### src/rtl/adc_trig_pkg.sv
package adc_trig_pkg;
    localparam int SKIP_W = 3;

    typedef enum logic [1:0] {
        SK_OFF  = 2'd0,
        SK_WAIT = 2'd1,
        SK_OPEN = 2'd2
    } skip_st_e;

    typedef struct packed {
        logic [1:0]        xfer_sel;
        logic              up_en;
        logic              dn_en;
        logic              link_en;
        logic              sk_crest;
        logic              sk_trough;
        logic [SKIP_W-1:0] sk_cnt;
    } ctrl_t;
endpackage

### src/rtl/adc_trig_regs.sv
module adc_trig_regs
    import adc_trig_pkg::*;
#(
    parameter int CNT_W = 16
) (
    input  logic                clk,
    input  logic                rst_n,
    input  logic                reg_wr,
    input  logic                reg_sel,
    input  logic [1:0]          reg_be,
    input  logic [15:0]         reg_wdata,
    input  logic                cmpl_mode,
    input  logic                crest_evt,
    input  logic                trough_evt,
    input  logic                period_match,
    output logic                ctrl_wr,
    output logic                up_en,
    output logic                dn_en,
    output logic                link_en,
    output logic                sk_crest,
    output logic                sk_trough,
    output logic [SKIP_W-1:0]   sk_cnt,
    output logic [CNT_W-1:0]    active_cmp
);
    localparam int LANES = 2;

    ctrl_t       ctrl_q;
    logic [15:0] buf_q;
    logic [15:0] buf_nxt;
    logic        xfer;
    logic        ctl_unused_bits;

    assign ctl_unused_bits = ^{reg_wdata[15:11], reg_wdata[7]};
    assign ctrl_wr = reg_wr && !reg_sel && (reg_be == 2'b11);

    always_comb begin
        buf_nxt = buf_q;
        for (int i = 0; i < LANES; i++) begin
            if (reg_wr && reg_sel && reg_be[i])
                buf_nxt[8*i +: 8] = reg_wdata[8*i +: 8];
        end
    end

    always_comb begin
        if (cmpl_mode)
            xfer = (ctrl_q.xfer_sel[0] && crest_evt) || (ctrl_q.xfer_sel[1] && trough_evt);
        else
            xfer = period_match && (ctrl_q.xfer_sel == 2'b00);
    end

    always_ff @(posedge clk) begin
        if (!rst_n) begin
            ctrl_q     <= '0;
            buf_q      <= '0;
            active_cmp <= '0;
        end else begin
            buf_q <= buf_nxt;
            if (ctrl_wr) begin
                ctrl_q.xfer_sel  <= reg_wdata[1:0];
                ctrl_q.up_en     <= reg_wdata[2];
                ctrl_q.dn_en     <= reg_wdata[3];
                ctrl_q.link_en   <= reg_wdata[4];
                ctrl_q.sk_crest  <= reg_wdata[5];
                ctrl_q.sk_trough <= reg_wdata[6];
                ctrl_q.sk_cnt    <= reg_wdata[8 +: SKIP_W];
            end
            if (xfer)
                active_cmp <= buf_nxt[CNT_W-1:0];
        end
    end

    assign up_en     = ctrl_q.up_en;
    assign dn_en     = ctrl_q.dn_en;
    assign link_en   = ctrl_q.link_en;
    assign sk_crest  = ctrl_q.sk_crest;
    assign sk_trough = ctrl_q.sk_trough;
    assign sk_cnt    = ctrl_q.sk_cnt;

    // partial-width control writes leave the control word alone
    p_byte_ctrl_ignored_r2: assert property (@(posedge clk) disable iff (!rst_n)
        (reg_wr && !reg_sel && reg_be != 2'b11) |=> $stable(ctrl_q));

    // timing field 00 in complementary mode never reloads
    p_no_xfer_when_off_r4: assert property (@(posedge clk) disable iff (!rst_n)
        (cmpl_mode && ctrl_q.xfer_sel == 2'b00) |=> $stable(active_cmp));

    // nonzero timing field outside complementary mode is inert
    p_prohibited_setting_r5: assert property (@(posedge clk) disable iff (!rst_n)
        (!cmpl_mode && ctrl_q.xfer_sel != 2'b00) |=> $stable(active_cmp));

    // no event of any kind means no reload
    p_hold_without_event_r3: assert property (@(posedge clk) disable iff (!rst_n)
        (!crest_evt && !trough_evt && !period_match) |=> $stable(active_cmp));
endmodule

### src/rtl/adc_trig_skip.sv
module adc_trig_skip
    import adc_trig_pkg::*;
(
    input  logic              clk,
    input  logic              rst_n,
    input  logic              ctrl_wr,
    input  logic              cmpl_mode,
    input  logic              crest_evt,
    input  logic              trough_evt,
    input  logic              sk_crest,
    input  logic              sk_trough,
    input  logic [SKIP_W-1:0] sk_cnt,
    output logic              sk_open
);
    skip_st_e          st_q, st_d;
    logic [SKIP_W-1:0] cnt_q, cnt_d;
    logic [SKIP_W-1:0] cnt_inc;
    logic              sk_enabled;
    logic              sk_evt;

    assign sk_enabled = (sk_crest || sk_trough) && (sk_cnt != '0);
    assign sk_evt     = cmpl_mode && ((sk_crest && crest_evt) || (sk_trough && trough_evt));
    assign cnt_inc    = cnt_q + SKIP_W'(1);

    always_ff @(posedge clk) begin
        if (!rst_n) begin
            st_q  <= SK_OFF;
            cnt_q <= '0;
        end else begin
            st_q  <= st_d;
            cnt_q <= cnt_d;
        end
    end

    always_comb begin
        st_d  = st_q;
        cnt_d = cnt_q;
        if (ctrl_wr || !sk_enabled) begin
            st_d  = SK_OFF;
            cnt_d = '0;
        end else begin
            unique case (st_q)
                SK_OFF: begin
                    st_d  = SK_WAIT;
                    cnt_d = '0;
                end
                SK_WAIT, SK_OPEN: begin
                    if (sk_evt) begin
                        if (cnt_inc == sk_cnt) begin
                            st_d  = SK_OPEN;
                            cnt_d = '0;
                        end else begin
                            st_d  = SK_WAIT;
                            cnt_d = cnt_inc;
                        end
                    end
                end
                default: begin
                    st_d  = SK_OFF;
                    cnt_d = '0;
                end
            endcase
        end
    end

    always_comb begin
        sk_open = (st_q == SK_OPEN);
    end

    // the running count never reaches the programmed limit
    p_cnt_below_limit_r8: assert property (@(posedge clk) disable iff (!rst_n)
        (st_q != SK_OFF) |-> (cnt_q < sk_cnt));

    // the window opens only on a counted event
    p_open_on_event_r8: assert property (@(posedge clk) disable iff (!rst_n)
        $rose(sk_open) |-> $past(sk_evt));

    // disabled skipping parks the machine
    p_off_when_disabled_r9: assert property (@(posedge clk) disable iff (!rst_n)
        !sk_enabled |=> (st_q == SK_OFF));
endmodule

### src/rtl/adc_trig_match.sv
module adc_trig_match #(
    parameter int CNT_W = 16
) (
    input  logic             clk,
    input  logic             rst_n,
    input  logic [CNT_W-1:0] cnt_val,
    input  logic             cnt_up,
    input  logic [CNT_W-1:0] active_cmp,
    input  logic             up_en,
    input  logic             dn_en,
    input  logic             link_en,
    input  logic             sk_open,
    output logic             adc_start
);
    logic hit;
    logic hit_q;
    logic gate;

    assign hit  = (cnt_val == active_cmp) && (cnt_up ? up_en : dn_en);
    assign gate = link_en ? sk_open : 1'b1;

    always_ff @(posedge clk) begin
        if (!rst_n) begin
            hit_q     <= 1'b0;
            adc_start <= 1'b0;
        end else begin
            hit_q     <= hit;
            adc_start <= hit && !hit_q && gate;
        end
    end

    // a request never lasts two cycles
    p_single_pulse_r7: assert property (@(posedge clk) disable iff (!rst_n)
        adc_start |=> !adc_start);

    // a direction with its enable clear never triggers
    p_dir_disabled_r7: assert property (@(posedge clk) disable iff (!rst_n)
        (!cnt_up && !dn_en) |=> !adc_start);

    // linked requests wait for the skip window
    p_link_gate_r9: assert property (@(posedge clk) disable iff (!rst_n)
        (link_en && !sk_open) |=> !adc_start);
endmodule

### src/rtl/adc_trig_gen.sv
module adc_trig_gen
    import adc_trig_pkg::*;
#(
    parameter int CNT_W = 16
) (
    input  logic             clk,
    input  logic             rst_n,
    input  logic             reg_wr,
    input  logic             reg_sel,
    input  logic [1:0]       reg_be,
    input  logic [15:0]      reg_wdata,
    input  logic [CNT_W-1:0] cnt_val,
    input  logic             cnt_up,
    input  logic             cmpl_mode,
    input  logic             crest_evt,
    input  logic             trough_evt,
    input  logic             period_match,
    output logic             adc_start
);
    logic              ctrl_wr;
    logic              up_en;
    logic              dn_en;
    logic              link_en;
    logic              sk_crest;
    logic              sk_trough;
    logic [SKIP_W-1:0] sk_cnt;
    logic [CNT_W-1:0]  active_cmp;
    logic              sk_open;

    adc_trig_regs #(.CNT_W(CNT_W)) regs_i (
        .clk(clk), .rst_n(rst_n), .reg_wr(reg_wr), .reg_sel(reg_sel),
        .reg_be(reg_be), .reg_wdata(reg_wdata), .cmpl_mode(cmpl_mode),
        .crest_evt(crest_evt), .trough_evt(trough_evt), .period_match(period_match),
        .ctrl_wr(ctrl_wr), .up_en(up_en), .dn_en(dn_en), .link_en(link_en),
        .sk_crest(sk_crest), .sk_trough(sk_trough), .sk_cnt(sk_cnt),
        .active_cmp(active_cmp)
    );

    adc_trig_skip skip_i (
        .clk(clk), .rst_n(rst_n), .ctrl_wr(ctrl_wr), .cmpl_mode(cmpl_mode),
        .crest_evt(crest_evt), .trough_evt(trough_evt), .sk_crest(sk_crest),
        .sk_trough(sk_trough), .sk_cnt(sk_cnt), .sk_open(sk_open)
    );

    adc_trig_match #(.CNT_W(CNT_W)) match_i (
        .clk(clk), .rst_n(rst_n), .cnt_val(cnt_val), .cnt_up(cnt_up),
        .active_cmp(active_cmp), .up_en(up_en), .dn_en(dn_en),
        .link_en(link_en), .sk_open(sk_open), .adc_start(adc_start)
    );

    // nothing fires in the first cycle out of reset
    p_quiet_after_reset_r1: assert property (@(posedge clk)
        $rose(rst_n) |-> !adc_start);
endmodule

### config.mk
export PLATFORM = sky130hd
export DESIGN_NAME = adc_trig_gen
export DESIGN_NICKNAME = d
export VERILOG_FILES = /design/src/rtl/adc_trig_pkg.sv /design/src/rtl/adc_trig_regs.sv /design/src/rtl/adc_trig_skip.sv /design/src/rtl/adc_trig_match.sv /design/src/rtl/adc_trig_gen.sv
export SDC_FILE = /design/constraint.sdc
export NUM_CORES = 1
export LEC_CHECK = 0
export BUFFER_PORTS_ARGS = -buffer_cell sky130_fd_sc_hd__clkbuf_2
export CORE_ASPECT_RATIO = 0.7
export CORE_UTILIZATION = 49
export DETAILED_ROUTE_END_ITERATION = 12
export PLACE_DENSITY_LB_ADDON = 0.3
export SYNTH_ARGS = -nofsm -noshare
export SYNTH_HDL_FRONTEND = slang
export SYNTH_HIERARCHICAL = 1
export SYNTH_SLANG_ARGS = --single-unit
### constraint.sdc
create_clock -name clk -period 1.8 [get_ports clk]
set_input_delay 0.27 -clock clk [delete_from_list [all_inputs] [get_ports clk]]
set_output_delay 0.27 -clock clk [all_outputs]
set_load 0.005 [all_outputs]
==> run metrics, run 1 <==
area fraction of the dominant cell type after synthesis 0.439; required time at the worst-slack endpoint 2.01 ns; distinct cell type count after synthesis 36; number of nets produced by synthesis 272; Clock Root Buffer clkbuf_8; result of the run complete, no violations; maximum clock frequency 616 MHz; largest fanout on the critical path 2; via count of the first global-routing pass 1580; overall via count from detail_route 1672; Overflow after GRT 0; GR Util All Layers 0.207; number of max-cap violations 0; buffers from clock root to sink, at most 2; Cell Rows 20; static leakage 1.17 nW; Diodes inserted 0; tightest slew margin relative to the limit 0.685; synthesized instance count 225; Synth-to-Final Area Change 17.2%; Final setup viols 0; post-synth design cell area 2230 um2; RSZ-0062 raised after global routing no; area taken by flip-flops and latches 981 um2; area occupied by multi-input gates 1140 um2; final hold viol count 0; worst clock skew on the final layout 0.0138 ns; DR pass1 iterations 6; CTS H-tree depth 2; slew of the pin with the lowest slew margin 0.468 ns; most common library cells after synthesis 49 x dfxtp_1, 35 x nor2_1, 27 x nand2_1; delay contributed by the slowest stage of the critical path 0.46 ns; share of the core filled with cells 0.601; leading area contributor after synthesis dfxtp_1; routability congestion estimate 0.731; hold buffer count at CTS 0; total of fill cells in the finished design 417; cell with the most instances after synthesis dfxtp_1; Critical Path End Type flip-flop; period utilisation layout 0.902; quantity of I/O buffers inserted on ports 43; clock tree from TritonCTS done; share of flip-flops with an asynchronous set or reset after synthesis 0; per-cell routed wire length 13.8 um; setup TNS 0 ns; post-detailed-route count of antenna-violating nets 0; pins over their slew limit 0; Total Die Area 4830 um2; Crit Path Category flip-flop to flip-flop; total DRC errors in the routed layout 0; EDFF count, synth 0; register bit total from synthesis 49; leading post-synthesis cells by cell area dfxtp_1 44%, mux2i_1 8.1%, a221oi_2 6.7%; later-pin clock latency in the skew report 0.30 ns; Num CTS Buffers 5; core area 4350 um2; data arrival time of the critical path 1.83 ns; CTS clk-pin slew, worst paths 0.09 ns; Final HPWL DP 3310 um; maximum VDD drop 565 uV; x dimension of the die 82.7 um; Tightest Hold Check Type input port to flip-flop; antenna violations before repair 0; commonest register cell after synthesis dfxtp_1; Synth Warn # 6; ordered cell list for the critical path xor2_1, nor4_1, nand4_1, a2111oi_2; Final Net Count 317; wire length of the first global-routing pass 7330 um; slowest cell on the critical path nor4_1; starting density of the core 0.513; fraction of layout instances using a drive strength above 1 0.277; power per cell area 843 nW/um2; DRC violation total after the first TritonRoute iteration 48; crit path time final 1.62 ns; final wirelength 4490 um; critical path launch point type flip-flop; DIE HEIGHT 58.5 um; # clock sinks 49; largest net degree at the start of global routing 35; Post-Synthesis Mean Instance Area 9.92 um2; via/cell ratio 5.13; number of I/O pins 44; sequential element share of the synthesized area 0.439
## state kept, by name (all words and copies together), names as in the netlist
name / cells
regs_i/active_cmp: 16
regs_i/buf_q: 16
regs_i/sk_cnt: 3
skip_i/cnt_q: 3
regs_i/ctrl_q: 2
skip_i/st_q: 2
match_i/adc_start: 1
match_i/hit_q: 1
regs_i/dn_en: 1
regs_i/link_en: 1
regs_i/sk_crest: 1
regs_i/sk_trough: 1
regs_i/up_en: 1
## what timing repair did
| action | CTS | global route |
|---|---|---|
| setup endpoints to repair | 0 | 1 |
| gates resized for setup | 0 | 0 |
| buffers inserted | 0 | 0 |
## metrics by stage
stage / power, mW / instances / hold WS (ns) / cell area, um2 / setup WS [ns]
6_report: 2.21 / 326 / 0.208 / 2620 / 0.177
3_5_place_dp: 1.42 / 318 / 0.394 / 2500 / 0.0834
3_3_place_gp: 1.42 / 318 / 0.391 / 2500 / 0.102
2_1_floorplan: 1.33 / 225 / 0.387 / 2230 / 0.0616
4_1_cts: 2.22 / 326 / 0.204 / 2620 / 0.179
5_1_grt: 2.31 / 326 / 0.217 / 2620 / 0.0125
## layout by cell type (no fill, tap or decap), types with 2 or more instances in the layout
cell,netlist,final
a21oi_1,13,13
a221oi_1,6,6
a221oi_2,10,10
a22o_1,2,2
buf_4,3,6
clkbuf_2,0,43
clkbuf_8,0,6
dfxtp_1,49,49
ha_1,4,4
inv_1,6,6
mux2i_1,18,18
nand2_1,27,27
nand3_1,2,2
nand4_1,2,2
nor2_1,35,35
nor4_1,4,4
nor4b_4,2,2
xnor2_1,2,2
xor2_1,16,16
## path summary, 6_finish.rpt
kind	end	slack (ns)	cells past startpoint	from
hold reg to reg	match_i/adc_start$_SDFF_PN0_	0.41	1	match_i/hit_q$_SDFF_PN0_
setup reg to reg	match_i/adc_start$_SDFF_PN0_	0.18	4	regs_i/active_cmp[1]$_SDFFE_PN0P_
hold / removal	regs_i/link_en$_SDFFE_PN0P_	0.21	3	reg_wdata[4]
setup / recovery	match_i/adc_start$_SDFF_PN0_	0.18	4	regs_i/active_cmp[1]$_SDFFE_PN0P_
## layout make-up
| cell class | instances | share of cell area |
|---|---|---|
| Clock buffer | 7 | 0.0330 |
| Clock inverter | 1 | 0.0115 |
| Inverter | 7 | 0.0100 |
| Multi-Input combinational cell | 157 | 0.437 |
| Sequential cell | 49 | 0.375 |
| Tap cell | 55 | 0.0263 |
| Timing Repair Buffer | 50 | 0.107 |
## critical path, delay by kind of cell, from the launching register on
kind,cells,cell delay [ns]
simple gates,2,0.68
compound gates,1,0.36
xor+xnor,1,0.17
flops,1,0.33
## layer usage
layer | vias to the layer above | global-route usage | share of wire
li1 | 875 | - | -
met1 | 761 | 0.271 | 0.49
met2 | 32 | 0.338 | 0.45
met3 | 4 | 0.0543 | 0.049
met4 | 0 | 0.0591 | 0.0078
met5 | - | 0 | 0
## cells by family (layout without fill, tap and decap cells)
group,after synthesis,count (layout),share of synthesized area
DFF,49,49,0.439
muxes,18,18,0.0807
buffers and inverters,19,65,0.0482
adders and majority gates,4,4,0.0224
and+or+nand+nor,80,80,0.177
xor gates and xnor gates,19,19,0.0807
AOI/OAI and AO/OA,36,36,0.151
## where the power goes
group / total (mW) / leakage, nW / switching, mW / internal (mW)
sequential: 1.15 / 0.399 / 0.0234 / 1.13
combinational: 0.248 / 0.713 / 0.131 / 0.116
clock: 0.809 / 0.0585 / 0.355 / 0.453
total: 2.21 / 1.17 / 0.510 / 1.70
(Power assumes the default switching activity.)
==> inputs of run 2 (changes only) <==
--- a/config.mk
+++ b/config.mk
@@ -8,6 +8,7 @@
 export BUFFER_PORTS_ARGS = -buffer_cell sky130_fd_sc_hd__clkbuf_2
 export CORE_ASPECT_RATIO = 0.7
 export CORE_UTILIZATION = 49
+export CTS_BUF_LIST = sky130_fd_sc_hd__clkbuf_16
 export DETAILED_ROUTE_END_ITERATION = 12
 export PLACE_DENSITY_LB_ADDON = 0.3
 export SYNTH_ARGS = -nofsm -noshare
==> run metrics, run 2 (synthesis gave the netlist of run 1 again) <==
post-cts repair resize count 0 (unchanged); final hold viol count 0 (unchanged); Final setup viols 0 (unchanged); number of I/O pins 44 (unchanged); hold_ws 0.232 ns (was 0.208 ns); buffers from clock root to sink, at most 2 (unchanged); worst clock skew on the final layout 0.00904 ns (was 0.0138 ns); routed length on met3 210 um (was 218 um); number of max-cap violations 0 (unchanged); leading cell types in the layout, fill and taps excluded 49 x dfxtp_1, 43 x clkbuf_2, 35 x nor2_1 (unchanged); slew of the pin with the lowest slew margin 0.475 ns (was 0.468 ns); reg-to-reg setup timing slack 0.16 ns (was 0.18 ns); total DRC errors in the routed layout 0 (unchanged); uppermost layer routed met4 (unchanged); Tightest Hold Check Type input port to flip-flop (unchanged); period utilisation layout 0.911 (was 0.902); critical path launch point type flip-flop (unchanged); per-cell routed wire length 14.0 um (was 13.8 um); later-pin clock latency in the skew report 0.29 ns (was 0.30 ns); static leakage 1.19 nW (was 1.17 nW); x dimension of the die 82.7 um (unchanged); tightest slew margin relative to the limit 0.680 (was 0.685); Hold EP regs_i/dn_en$_SDFFE_PN0P_ (was regs_i/link_en$_SDFFE_PN0P_); cell count of the worst hold path 3 (unchanged); data arrival time of the critical path 1.82 ns (was 1.83 ns); wire length on met2 2140 um (was 2030 um); DR pass1 iterations 4 (was 6); FF-to-FF Start regs_i/active_cmp[1]$_SDFFE_PN0P_ (unchanged); via/cell ratio 5.21 (was 5.13); Overflow after GRT 0 (unchanged); GR Util All Layers 0.212 (was 0.207); share of the core filled with cells 0.611 (was 0.601); largest net degree at the start of global routing 35 (unchanged); setup TNS 0 ns (unchanged); DIE HEIGHT 58.5 um (unchanged); RSZ-0062 raised after global routing no (unchanged); maximum VDD drop 595 uV (was 565 uV); crit path time final 1.64 ns (was 1.62 ns); fraction of layout instances using a drive strength above 1 0.273 (was 0.277); # clock sinks 49 (unchanged); min-delay src reg_wdata[3] (was reg_wdata[4]); Clock Root Buffer clkbuf_16 (was clkbuf_8); top flop regs regs_i/active_cmp (16), regs_i/buf_q (16) (unchanged); Diodes inserted 0 (unchanged); clock tree from TritonCTS done (unchanged); most frequent standard cell in the layout excluding fill and tap cells dfxtp_1 (unchanged); required time at the worst-slack endpoint 1.99 ns (was 2.01 ns); length in cells of the worst reg-to-reg path 4 (unchanged); via count of the first global-routing pass 1622 (was 1580); antenna violations before repair 0 (unchanged); Critical Path End Type flip-flop (unchanged); overall via count from detail_route 1697 (was 1672); quantity of I/O buffers inserted on ports 43 (unchanged); core area 4350 um2 (unchanged); routability congestion estimate 0.731 (unchanged); Synth-to-Final Area Change 19.3% (was 17.2%); Final HPWL DP 3310 um (unchanged); CTS H-tree depth 2 (unchanged); final wirelength 4570 um (was 4490 um); Final Net Count 317 (unchanged); Total Die Area 4830 um2 (unchanged); starting density of the core 0.513 (unchanged); post-detailed-route count of antenna-violating nets 0 (unchanged); CTS clk-pin slew, worst paths 0.06 ns (was 0.09 ns); power per cell area 909 nW/um2 (was 843 nW/um2); result of the run complete, no violations (unchanged); Metal-1 WL 2160 um (was 2210 um); Crit Path Category flip-flop to flip-flop (unchanged); pins over their slew limit 0 (unchanged); Num CTS Buffers 5 (unchanged); maximum clock frequency 610 MHz (was 616 MHz); DRC violation total after the first TritonRoute iteration 53 (was 48); wire length of the first global-routing pass 7470 um (was 7330 um); total of fill cells in the finished design 416 (was 417); largest fanout on the critical path 2 (unchanged); Cell Rows 20 (unchanged); endpoint of the most critical register-to-register path match_i/adc_start$_SDFF_PN0_ (unchanged)
-- run 2: critical path, stage by stage, from the launching register on --
cell	delay (ns)
dfxtp_1	0.32
xor2_1	0.17
nor4_1	0.47
nand4_1	0.23
a2111oi_2	0.36
-- run 2: layout make-up --
class                   instances  area [um2]  area share
inverters                       7        26.3     0.00987
repair buffers                 50         280       0.105
multi-input cells             157        1140       0.430
clock buffers                   5         125      0.0470
flip-flops and latches         49         981       0.368
well taps                      55        68.8      0.0258
clock inverters                 3        37.5      0.0141
-- run 2: per-stage QoR --
step                total power, mW  area [um2]  worst slack, ns  instances
detailed placement             1.42        2500           0.0834        318
finish                         2.42        2660            0.161        326
global placement               1.42        2500            0.102        318
floorplan                      1.33        2230           0.0616        225
CTS                            2.45        2660            0.185        326
global route                   2.53        2660           0.0192        326
-- run 2: metal layers --
| metal | track usage | vias up |
|---|---|---|
| met5 | 0 | - |
| li1 | - | 872 |
| met1 | 0.273 | 782 |
| met2 | 0.345 | 37 |
| met3 | 0.0496 | 6 |
| met4 | 0.0813 | 0 |
-- run 2: how the worst max path moves through the flow --
stage,start,endpoint,slack (ns),depth (start not counted)
floorplan,reg_sel,skip_i/cnt_q[2]$_SDFFE_PP0P_,0.06,6
global placement,reg_sel,skip_i/cnt_q[2]$_SDFFE_PP0P_,0.10,6
finish,regs_i/active_cmp[1]$_SDFFE_PN0P_,match_i/adc_start$_SDFF_PN0_,0.16,4
detailed placement,reg_sel,skip_i/cnt_q[2]$_SDFFE_PP0P_,0.08,6
CTS,skip_i/cnt_q[0]$_SDFFE_PP0P_,skip_i/st_q[0]$_SDFFE_PP0P_,0.18,5
global route,skip_i/cnt_q[0]$_SDFFE_PP0P_,skip_i/st_q[0]$_SDFFE_PP0P_,0.02,5
-- run 2: what timing repair did --
action / CTS / global route
buffers inserted: 0 / 0
hold buffers: 0 / 0
endpoints found under the setup margin: 0 / 1
-- run 2: power breakdown --
group          internal (mW)  switching [mW]
clock                  0.645           0.375
sequential              1.13          0.0237
combinational          0.117           0.132
total                   1.89           0.531
==> inputs of run 3 (changes only) <==
--- a/config.mk
+++ b/config.mk
@@ -5,12 +5,12 @@
 export SDC_FILE = /design/constraint.sdc
 export NUM_CORES = 1
 export LEC_CHECK = 0
-export BUFFER_PORTS_ARGS = -buffer_cell sky130_fd_sc_hd__clkbuf_2
+export BUFFER_PORTS_ARGS = -buffer_cell sky130_fd_sc_hd__buf_2
 export CORE_ASPECT_RATIO = 0.7
 export CORE_UTILIZATION = 49
 export CTS_BUF_LIST = sky130_fd_sc_hd__clkbuf_16
 export DETAILED_ROUTE_END_ITERATION = 12
-export PLACE_DENSITY_LB_ADDON = 0.3
+export PLACE_DENSITY = 0.86
 export SYNTH_ARGS = -nofsm -noshare
 export SYNTH_HDL_FRONTEND = slang
 export SYNTH_HIERARCHICAL = 1
==> run metrics, run 3 (synthesis gave the netlist of run 1 again) <==
Post-CTS Repair Setup Buffers 0 (unchanged); data arrival time of the critical path 1.85 ns (was 1.82 ns); Final HPWL DP 3510 um (was 3310 um); x dimension of the die 82.7 um (unchanged); fraction of layout instances using a drive strength above 1 0.279 (was 0.273); DRC violation total after the first TritonRoute iteration 92 (was 53); DR pass1 iterations 4 (unchanged); # clock sinks 49 (unchanged); core area 4350 um2 (unchanged); tightest slew margin relative to the limit 0.678 (was 0.680); Critical Path End Type flip-flop (unchanged); slowest cell on the critical path dfxtp_1 (was nor4_1); routability congestion estimate 0.800 (was 0.731); Final Net Count 318 (was 317); power per cell area 874 nW/um2 (was 909 nW/um2); largest net degree at the start of global routing 43 (was 35); total DRC errors in the routed layout 0 (unchanged); overall via count from detail_route 1777 (was 1697); post-layout power 2.31 mW (was 2.42 mW); critical path launch point type flip-flop (unchanged); hold_ws 0.226 ns (was 0.232 ns); antenna violations before repair 0 (unchanged); Cell Rows 20 (unchanged); clock tree from TritonCTS done (unchanged); later-pin clock latency in the skew report 0.29 ns (about the same); Synth-to-Final Area Change 18.2% (was 19.3%); reg-to-reg setup timing slack 0.17 ns (was 0.16 ns); GR Util All Layers 0.227 (was 0.212); quantity of I/O buffers inserted on ports 43 (unchanged); via/cell ratio 5.43 (was 5.21); per-cell routed wire length 14.8 um (was 14.0 um); Diodes inserted 0 (unchanged); largest fanout on the critical path 4 (was 2); starting density of the core 0.513 (unchanged); DIE HEIGHT 58.5 um (unchanged); delay contributed by the slowest stage of the critical path 0.38 ns (was 0.47 ns); CTS clk-pin slew, worst paths 0.07 ns (was 0.06 ns); length in cells of the worst reg-to-reg path 5 (was 4); final wirelength 4830 um (was 4570 um); Crit Path Category flip-flop to flip-flop (unchanged); endpoint of the most critical register-to-register path skip_i/cnt_q[0]$_SDFFE_PP0P_ (was match_i/adc_start$_SDFF_PN0_); RSZ-0062 raised after global routing no (unchanged); post-cts repair resize count 0 (unchanged); Final setup viols 0 (unchanged); top flop regs regs_i/active_cmp (16), regs_i/buf_q (16) (unchanged); wire length of the first global-routing pass 7950 um (was 7470 um); total of fill cells in the finished design 366 (was 416); required time at the worst-slack endpoint 2.02 ns (was 1.99 ns); worst clock skew on the final layout 0.00690 ns (was 0.00904 ns); crit path time final 1.63 ns (was 1.64 ns); leading cell types in the layout, fill and taps excluded 49 x dfxtp_1, 43 x buf_2, 35 x nor2_1 (was 49 x dfxtp_1, 43 x clkbuf_2, 35 x nor2_1); Num CTS Buffers 5 (unchanged); share of the core filled with cells 0.606 (was 0.611); maximum VDD drop 634 uV (was 595 uV); pins over their slew limit 0 (unchanged); via count of the first global-routing pass 1780 (was 1622); Hold EP regs_i/dn_en$_SDFFE_PN0P_ (unchanged); final hold viol count 0 (unchanged); hold buffer count at CTS 0 (unchanged); cell count of the worst hold path 3 (unchanged); FF-to-FF Start skip_i/cnt_q[0]$_SDFFE_PP0P_ (was regs_i/active_cmp[1]$_SDFFE_PN0P_); setup TNS 0 ns (unchanged); static leakage 1.17 nW (was 1.19 nW); number of max-cap violations 0 (unchanged); cell area after layout 2640 um2 (was 2660 um2); most frequent standard cell in the layout excluding fill and tap cells dfxtp_1 (unchanged); buffers from clock root to sink, at most 2 (unchanged); DP Area 2490 um2 (was 2500 um2); ordered cell list for the critical path ha_1, xnor3_1, nand3_2, or3b_1, a21oi_1 (was xor2_1, nor4_1, nand4_1, a2111oi_2); Tightest Hold Check Type input port to flip-flop (unchanged); maximum clock frequency 613 MHz (was 610 MHz); Total Die Area 4830 um2 (unchanged); number of I/O pins 44 (unchanged); Overflow after GRT 0 (unchanged); slew of the pin with the lowest slew margin 0.483 ns (was 0.475 ns); Clock Root Buffer clkbuf_16 (unchanged); post-detailed-route count of antenna-violating nets 0 (unchanged); CTS H-tree depth 2 (unchanged); result of the run complete, no violations (unchanged); min-delay src reg_wdata[3] (unchanged); period utilisation layout 0.906 (was 0.911)
-- run 3: cell count changes in the layout (fill, tap and decap cells not counted), moves of 2 or more --
cell        delta
buf_2         +43
clkbuf_2      -43
buf_4          +2
clkinvlp_4     +2
-- run 3: how the worst max path moves through the flow --
| stage | cells after the start | end | slack (ns) | from |
|---|---|---|---|---|
| after floorplan | 6 | skip_i/cnt_q[2]$_SDFFE_PP0P_ | 0.06 | reg_sel |
| after global placement | 6 | skip_i/cnt_q[2]$_SDFFE_PP0P_ | 0.09 | reg_wr |
| after detailed placement | 6 | skip_i/cnt_q[2]$_SDFFE_PP0P_ | 0.04 | reg_wr |
| after CTS | 5 | skip_i/st_q[0]$_SDFFE_PP0P_ | 0.13 | skip_i/cnt_q[0]$_SDFFE_PP0P_ |
| after global routing | 5 | skip_i/st_q[0]$_SDFFE_PP0P_ | 0.02 | skip_i/cnt_q[0]$_SDFFE_PP0P_ |
| final | 5 | skip_i/cnt_q[0]$_SDFFE_PP0P_ | 0.17 | skip_i/cnt_q[0]$_SDFFE_PP0P_ |
-- run 3: per-stage QoR --
step | instances | worst slack, ns
final | 327 | 0.170
after global routing | 327 | 0.0151
after CTS | 327 | 0.133
after detailed placement | 319 | 0.0439
after global placement | 319 | 0.0931
after floorplan | 225 | 0.0616
-- run 3: critical path, delay by kind of cell (launching register included) --
family	cells	cell delay (ns)
simple gates	2	0.46
flops	1	0.38
xor+xnor	1	0.33
fa+ha+maj	1	0.23
compound gates	1	0.16
-- run 3: power by group --
group	switching [mW]	internal, mW	leakage [nW]
registers	0.0248	1.13	0.399
clock network	0.400	0.510	0.0672
logic	0.133	0.114	0.706
-- run 3: layer usage --
metal  share of wire  vias to the layer above  wire length (um)  track usage
met3           0.050                       11               242       0.0605
li1                -                      875                 -            -
met5               0                        -                 0            0
met1            0.44                      845              2140        0.268
met4           0.016                        0                79        0.101
met2            0.49                       46              2370        0.386
-- run 3: layout make-up --
cell class | instances | area, um2 | area share
clock inverters | 3 | 18.8 | 0.00711
well taps | 55 | 68.8 | 0.0261
clock buffers | 5 | 125 | 0.0474
multi-input cells | 157 | 1140 | 0.433
repair buffers | 51 | 275 | 0.104
inverters | 7 | 26.3 | 0.00996
flip-flops and latches | 49 | 981 | 0.372
